File: config.mk
export PLATFORM = sky130hd
export DESIGN_NAME = hp_halfword_ctrl
export DESIGN_NICKNAME = d
export VERILOG_FILES = /design/src/rtl/hp_halfword_ctrl.sv
export SDC_FILE = /design/constraint.sdc
export NUM_CORES = 1
export LEC_CHECK = 0
export ABC_AREA = 1
export CAP_MARGIN = 0
export CORE_AREA = 2 2 116 118
export DETAILED_ROUTE_END_ITERATION = 16
export DIE_AREA = 0 0 118 120
export MAX_ROUTING_LAYER = met4
export PLACE_DENSITY = 0.75
export SLEW_MARGIN = 0
export SYNTH_ARGS = -nofsm -noshare
export SYNTH_HDL_FRONTEND = slang
export SYNTH_SLANG_ARGS = --single-unit
File: constraint.sdc
create_clock -name clk -period 1.4 [get_ports clk]
set_clock_uncertainty 0.05 [all_clocks]
set_input_delay 0.28 -clock clk [delete_from_list [all_inputs] [get_ports clk]]
set_output_delay 0.28 -clock clk [all_outputs]
set_load 0.1 [all_outputs]
File: src/rtl/hp_halfword_ctrl.sv
module hp_halfword_ctrl #(
  parameter int HW = 16,
  parameter int KW = 2
) (
  input  logic               clk,
  input  logic               rst_n,
  input  logic               host_cs_n,
  input  logic               host_ds1_n,
  input  logic               host_ds2_n,
  input  logic               host_as_n,
  input  logic [KW-1:0]      host_kind,
  input  logic               host_rnw,
  input  logic               host_hsel,
  input  logic [HW/8-1:0]    host_be_n,
  input  logic [HW-1:0]      host_din,
  output logic [HW-1:0]      host_dout,
  output logic               host_rdy_n,
  output logic               host_irq_n,
  input  logic               core_irq_set,
  input  logic               core_irq_clr,
  output logic               mem_req,
  output logic               mem_we,
  output logic [KW-1:0]      mem_kind,
  output logic [2*HW-1:0]    mem_wdata,
  output logic [HW/4-1:0]    mem_be,
  input  logic               mem_ack,
  input  logic [2*HW-1:0]    mem_rdata,
  output logic               proto_err
);
  localparam int BW = HW/8;
  localparam int WW = 2*HW;
  localparam int NS = 4 + KW + 2 + BW + HW;

  typedef enum logic [1:0] {S_IDLE, S_FETCH, S_ACT, S_FLUSH} st_t;

  logic [NS-1:0] sy1, sy2;
  logic cs_s, ds1_s, ds2_s, as_s, rnw_s, hsel_s;
  logic [KW-1:0] kind_s;
  logic [BW-1:0] ben_s;
  logic [HW-1:0] din_s;

  always_ff @(posedge clk or negedge rst_n)
    if (!rst_n) begin
      sy1 <= '1;
      sy2 <= '1;
    end else begin
      sy1 <= {host_cs_n, host_ds1_n, host_ds2_n, host_as_n, host_kind,
              host_rnw, host_hsel, host_be_n, host_din};
      sy2 <= sy1;
    end

  assign {cs_s, ds1_s, ds2_s, as_s, kind_s, rnw_s, hsel_s, ben_s, din_s} = sy2;

  logic stb, stb_q, as_q;
  assign stb = ~cs_s & ~ds1_s & ~ds2_s;

  logic stb_fall, stb_rise, as_fall;
  assign stb_fall = stb & ~stb_q;
  assign stb_rise = ~stb & stb_q;
  assign as_fall  = as_q & ~as_s;

  logic [KW-1:0] c_kind;
  logic c_rnw, c_hsel, as_armed;

  always_ff @(posedge clk or negedge rst_n)
    if (!rst_n) begin
      stb_q    <= 1'b0;
      as_q     <= 1'b1;
      c_kind   <= '0;
      c_rnw    <= 1'b0;
      c_hsel   <= 1'b0;
      as_armed <= 1'b0;
    end else begin
      stb_q <= stb;
      as_q  <= as_s;
      if (as_fall || (stb_fall && !as_armed)) begin
        c_kind <= kind_s;
        c_rnw  <= rnw_s;
        c_hsel <= hsel_s;
      end
      if (as_fall)       as_armed <= 1'b1;
      else if (stb_rise) as_armed <= 1'b0;
    end

  st_t state;
  logic have_first, f_rnw;
  logic [KW-1:0] f_kind;
  logic [HW-1:0] up_w, lo_buf;
  logic [BW-1:0] be_hi;
  logic mismatch;

  assign mismatch = c_hsel & (~have_first | (c_kind != f_kind) | (c_rnw != f_rnw));

  always_ff @(posedge clk or negedge rst_n)
    if (!rst_n) begin
      state      <= S_IDLE;
      have_first <= 1'b0;
      f_kind     <= '0;
      f_rnw      <= 1'b0;
      up_w       <= '0;
      be_hi      <= '0;
      lo_buf     <= '0;
      host_dout  <= '0;
      mem_req    <= 1'b0;
      mem_we     <= 1'b0;
      mem_kind   <= '0;
      mem_wdata  <= '0;
      mem_be     <= '0;
      proto_err  <= 1'b0;
    end else begin
      case (state)
        S_IDLE:
          if (stb && stb_q) begin
            state <= S_ACT;
            if (!c_hsel) begin
              have_first <= 1'b1;
              f_kind     <= c_kind;
              f_rnw      <= c_rnw;
              if (c_rnw) begin
                mem_req  <= 1'b1;
                mem_we   <= 1'b0;
                mem_kind <= c_kind;
                state    <= S_FETCH;
              end
            end else if (mismatch) begin
              proto_err  <= 1'b1;
              have_first <= 1'b0;
            end else if (c_rnw) begin
              host_dout  <= lo_buf;
              have_first <= 1'b0;
            end
          end
        S_FETCH:
          if (mem_ack) begin
            mem_req   <= 1'b0;
            host_dout <= mem_rdata[WW-1:HW];
            lo_buf    <= mem_rdata[HW-1:0];
            state     <= S_ACT;
          end
        S_ACT:
          if (!stb) begin
            state <= S_IDLE;
            if (!c_rnw) begin
              if (!c_hsel) begin
                up_w  <= din_s;
                be_hi <= ~ben_s;
              end else if (have_first) begin
                mem_req    <= 1'b1;
                mem_we     <= 1'b1;
                mem_kind   <= c_kind;
                mem_wdata  <= {up_w, din_s};
                mem_be     <= {be_hi, ~ben_s};
                have_first <= 1'b0;
                state      <= S_FLUSH;
              end
            end
          end
        S_FLUSH:
          if (mem_ack) begin
            mem_req <= 1'b0;
            state   <= S_IDLE;
          end
        default: state <= S_IDLE;
      endcase
    end

  assign host_rdy_n = (state == S_FETCH) || (state == S_FLUSH);

  logic irq_bit;
  always_ff @(posedge clk or negedge rst_n)
    if (!rst_n)            irq_bit <= 1'b0;
    else if (core_irq_set) irq_bit <= 1'b1;
    else if (core_irq_clr) irq_bit <= 1'b0;

  assign host_irq_n = ~irq_bit;

  p_rdy_busy_r10: assert property (@(posedge clk) disable iff (!rst_n)
    mem_req |-> host_rdy_n);

  p_req_hold_r10: assert property (@(posedge clk) disable iff (!rst_n)
    mem_req && !mem_ack |=> mem_req && $stable(mem_we) && $stable(mem_kind) && $stable(mem_wdata));

  p_wr_after_rise_r4: assert property (@(posedge clk) disable iff (!rst_n)
    $rose(mem_req) && mem_we |-> !stb);

  p_err_sticky_r8: assert property (@(posedge clk) disable iff (!rst_n)
    proto_err |=> proto_err);

  p_irq_set_r9: assert property (@(posedge clk) disable iff (!rst_n)
    core_irq_set |=> !host_irq_n);

  p_irq_clr_r9: assert property (@(posedge clk) disable iff (!rst_n)
    core_irq_clr && !core_irq_set |=> host_irq_n);

endmodule

==> run metrics <==
Vias/cell=about 5.0; pin count of the biggest net entering global routing=42; Seq/Total Area, Yosys=0.6908; min Tclk post-route=1.589 ns; unrepaired setup endpoints after global routing=yes; Initial Util=0.4455; peak supply drop=0.001489 V; YS warnings=0; most used cell, CP=buf_4; Clock Latency Late Sink=approximately 0.4 ns; proportion of power drawn by flip-flops and latches=0.349; Pint=11050 µW; # H-tree levels=4; top cells by count, synth=nand2_1, dfrtp_1, dfstp_2; setup tns final=-7.287 ns; Data arrival, critical path=1.89 ns; Die Ht=between 100 and 150 µm; P_leak=0.004267 µW; Crit-path slowest cell=dfrtp_2; Worst EP required=1.70 ns; Bufs and invs on worst path=2; f_max=629.4 MHz; critical path startpoint category=flip-flop; post-synthesis net count=598; Core Footprint=~13000 µm²; maximum root-to-sink buffer count=2; Post-synth ARST share=1.000; CP Cell Sequence=buf_4 -> nor3_4 -> nand2_2 -> o31ai_4 -> buf_4 -> nand3_1 -> nand2_1; Synth top area share=0.4500; CP Capture Type=flip-flop; Final Util=0.7003; initial drt markers=324; violated checks=setup timing; vias in the first global route=roughly 4600; Primary FF master, synth=dfrtp_1; clk slew on worst S/H paths=0.07 ns; number of flops mapped to enable cells by yosys=0; layout cell share with drive strength beyond 1=0.3891; worst-path fanout max=5; Hold Fails Final Rpt=0; CTS Sinks=157; Hold WC Path Type=in -> reg; TritonCTS clock tree=built; PwrDens=roughly 2000 nW/µm²; count of different cell masters after synthesis=27; run status=finished with violations; Routed WL=14.52 mm; initial antenna violation count=0; ANT cells=0; Sw Ratio=0.4028; DP Area=about 8000 µm²; drc violations=0; Final Setup Violations=97; GP Congestion=0.8761; Yosys top cell by area=dfrtp_1; fin. max-slew vios=0; number of fill cells=840; critical path type=reg -> reg; ANT nets after route=0; cell with the most instances after synthesis=nand2_1; part of the cycle the worst path needs=1.135; Post-layout nets=~770; Max Cap Violations=0; multi-input logic area=1787 µm²; Remaining Overflow, GRT=0; Synth Cell Area=5783 µm²; slowest stage delay, CP=0.47 ns; Die Area=14160 µm²; Die X=118 µm; Slew @ Worst Pin=0.4847 ns; pre-CTS setup slack=-0.2567 ns; Finished Cell Area=9090 µm²; setup ws final=-0.1887 ns; first-pass GRT wire length=22.39 mm; routed vias=approximately 4500; Area contributors post-synth=dfrtp_1, dfstp_2, nand2_1; flops & latches, synth=157; Mapped Cells=around 540; Crit path max-delay family=simple AND/OR/NAND/NOR gates; clock share of power=0.242; Pre-antenna DRT Iters=5; root buffer selected by CTS=clkbuf_16; IO Port Bufs=121; hpwl dp=8.990 mm; Area Growth Syn to Fin=57.18%; Global Route Usage Sum=0.2048; final hold slack=0.2145 ns; sw power=7452 µW; Reg area=3998 µm²; Rows=42; Ports=roughly 120; Slew headroom=0.6759; Mean Syn Cell Area=between 10 and 15 µm²; WL/cell=16.26 µm; combinational share of power=0.409; cts bufs inserted=17
-- timing repair --
item,in CTS,in global routing
setup endpoints to repair,86,102
hold buffers,1,0
setup buffers,7,6
pin swaps,7,12
hold endpoints to repair,58,0
gates cloned,2,3
gates resized for setup,37,54
-- power groups by stage --
stage	logic, µW	clock network, µW	registers (µW)
6_report	7570	4480	6460
5_1_grt	7920	4740	6530
4_1_cts	7200	4530	6400
3_5_place_dp	7010	0	6450
3_3_place_gp	6850	0	6390
2_1_floorplan	1720	0	8790
-- kinds of logic (layout without fill, tap and decap cells) --
group	Yosys count	count (layout)	share of synthesized area
simple gates	254	255	0.1837
flops	157	157	0.6908
compound gates	54	54	0.05063
buf+inv	54	235	0.04370
mux	16	16	0.03115
-- layout by cell type, fill, tap and decap left out, drive strengths merged, types with 2 or more instances in the layout --
cell,n
clkdlybuf4s50,61
mux2,16
clkbuf,21
dfrtp,104
o21ai,48
o31ai,2
dfstp,53
inv,40
clkinv,5
nor2,10
buf,105
nand3,41
nor3,2
nand2,201
-- metal layers --
layer,wire length (µm),share of wire,global-route usage
met1,5784,0.40,0.2348
met2,7644,0.53,0.3507
met3,676,0.047,0.04230
met4,418,0.029,0.08886
met5,0,0,-
-- sequential cells by signal, summed over array words and instances, names as in the netlist, 2 cells and up --
register   cells
host_dout     16
state          2
mem_wdata     32
c_kind         2
up_w          16
mem_kind       2
f_kind         2
lo_buf        16
mem_be         4
sy2           26
be_hi          2
sy1           26
-- layout make-up --
class                   count  area share
repair buffers            169      0.2608
inverters                  34     0.01459
clock inverters            13     0.01418
clock buffers              19     0.04983
multi-input cells         325      0.1966
flip-flops and latches    157      0.4398
well taps                 176     0.02423
-- through the flow --
stage	total power, µW	cells
final	18500	893
after global routing	19200	893
after CTS	18130	884
after detailed placement	13460	842
after global placement	13240	842
after floorplan	10510	535
-- worst reg2reg max path, cell delays in order, from the launching register on --
cell and delay, ns:
dfrtp_2 0.47, buf_4 0.17, nor3_4 0.27, nand2_2 0.15, o31ai_4 0.10, buf_4 0.16, nand3_1 0.08, nand2_1 0.08
-- worst paths after layout --
check	startpoint	end	slack [ns]	cells past startpoint
max in group asynchronous	rst_n	sy1[12]	0.49	3
setup / recovery	state[0]	mem_kind[0]	-0.19	7
setup reg to reg	state[0]	mem_kind[0]	-0.19	7
min in group asynchronous	rst_n	mem_wdata[19]	0.25	2
hold reg to reg	sy1[10]	sy2[10]	0.30	0
hold / removal	host_din[4]	sy1[4]	0.21	1
No activity file was read; power rests on OpenSTA's default activity.
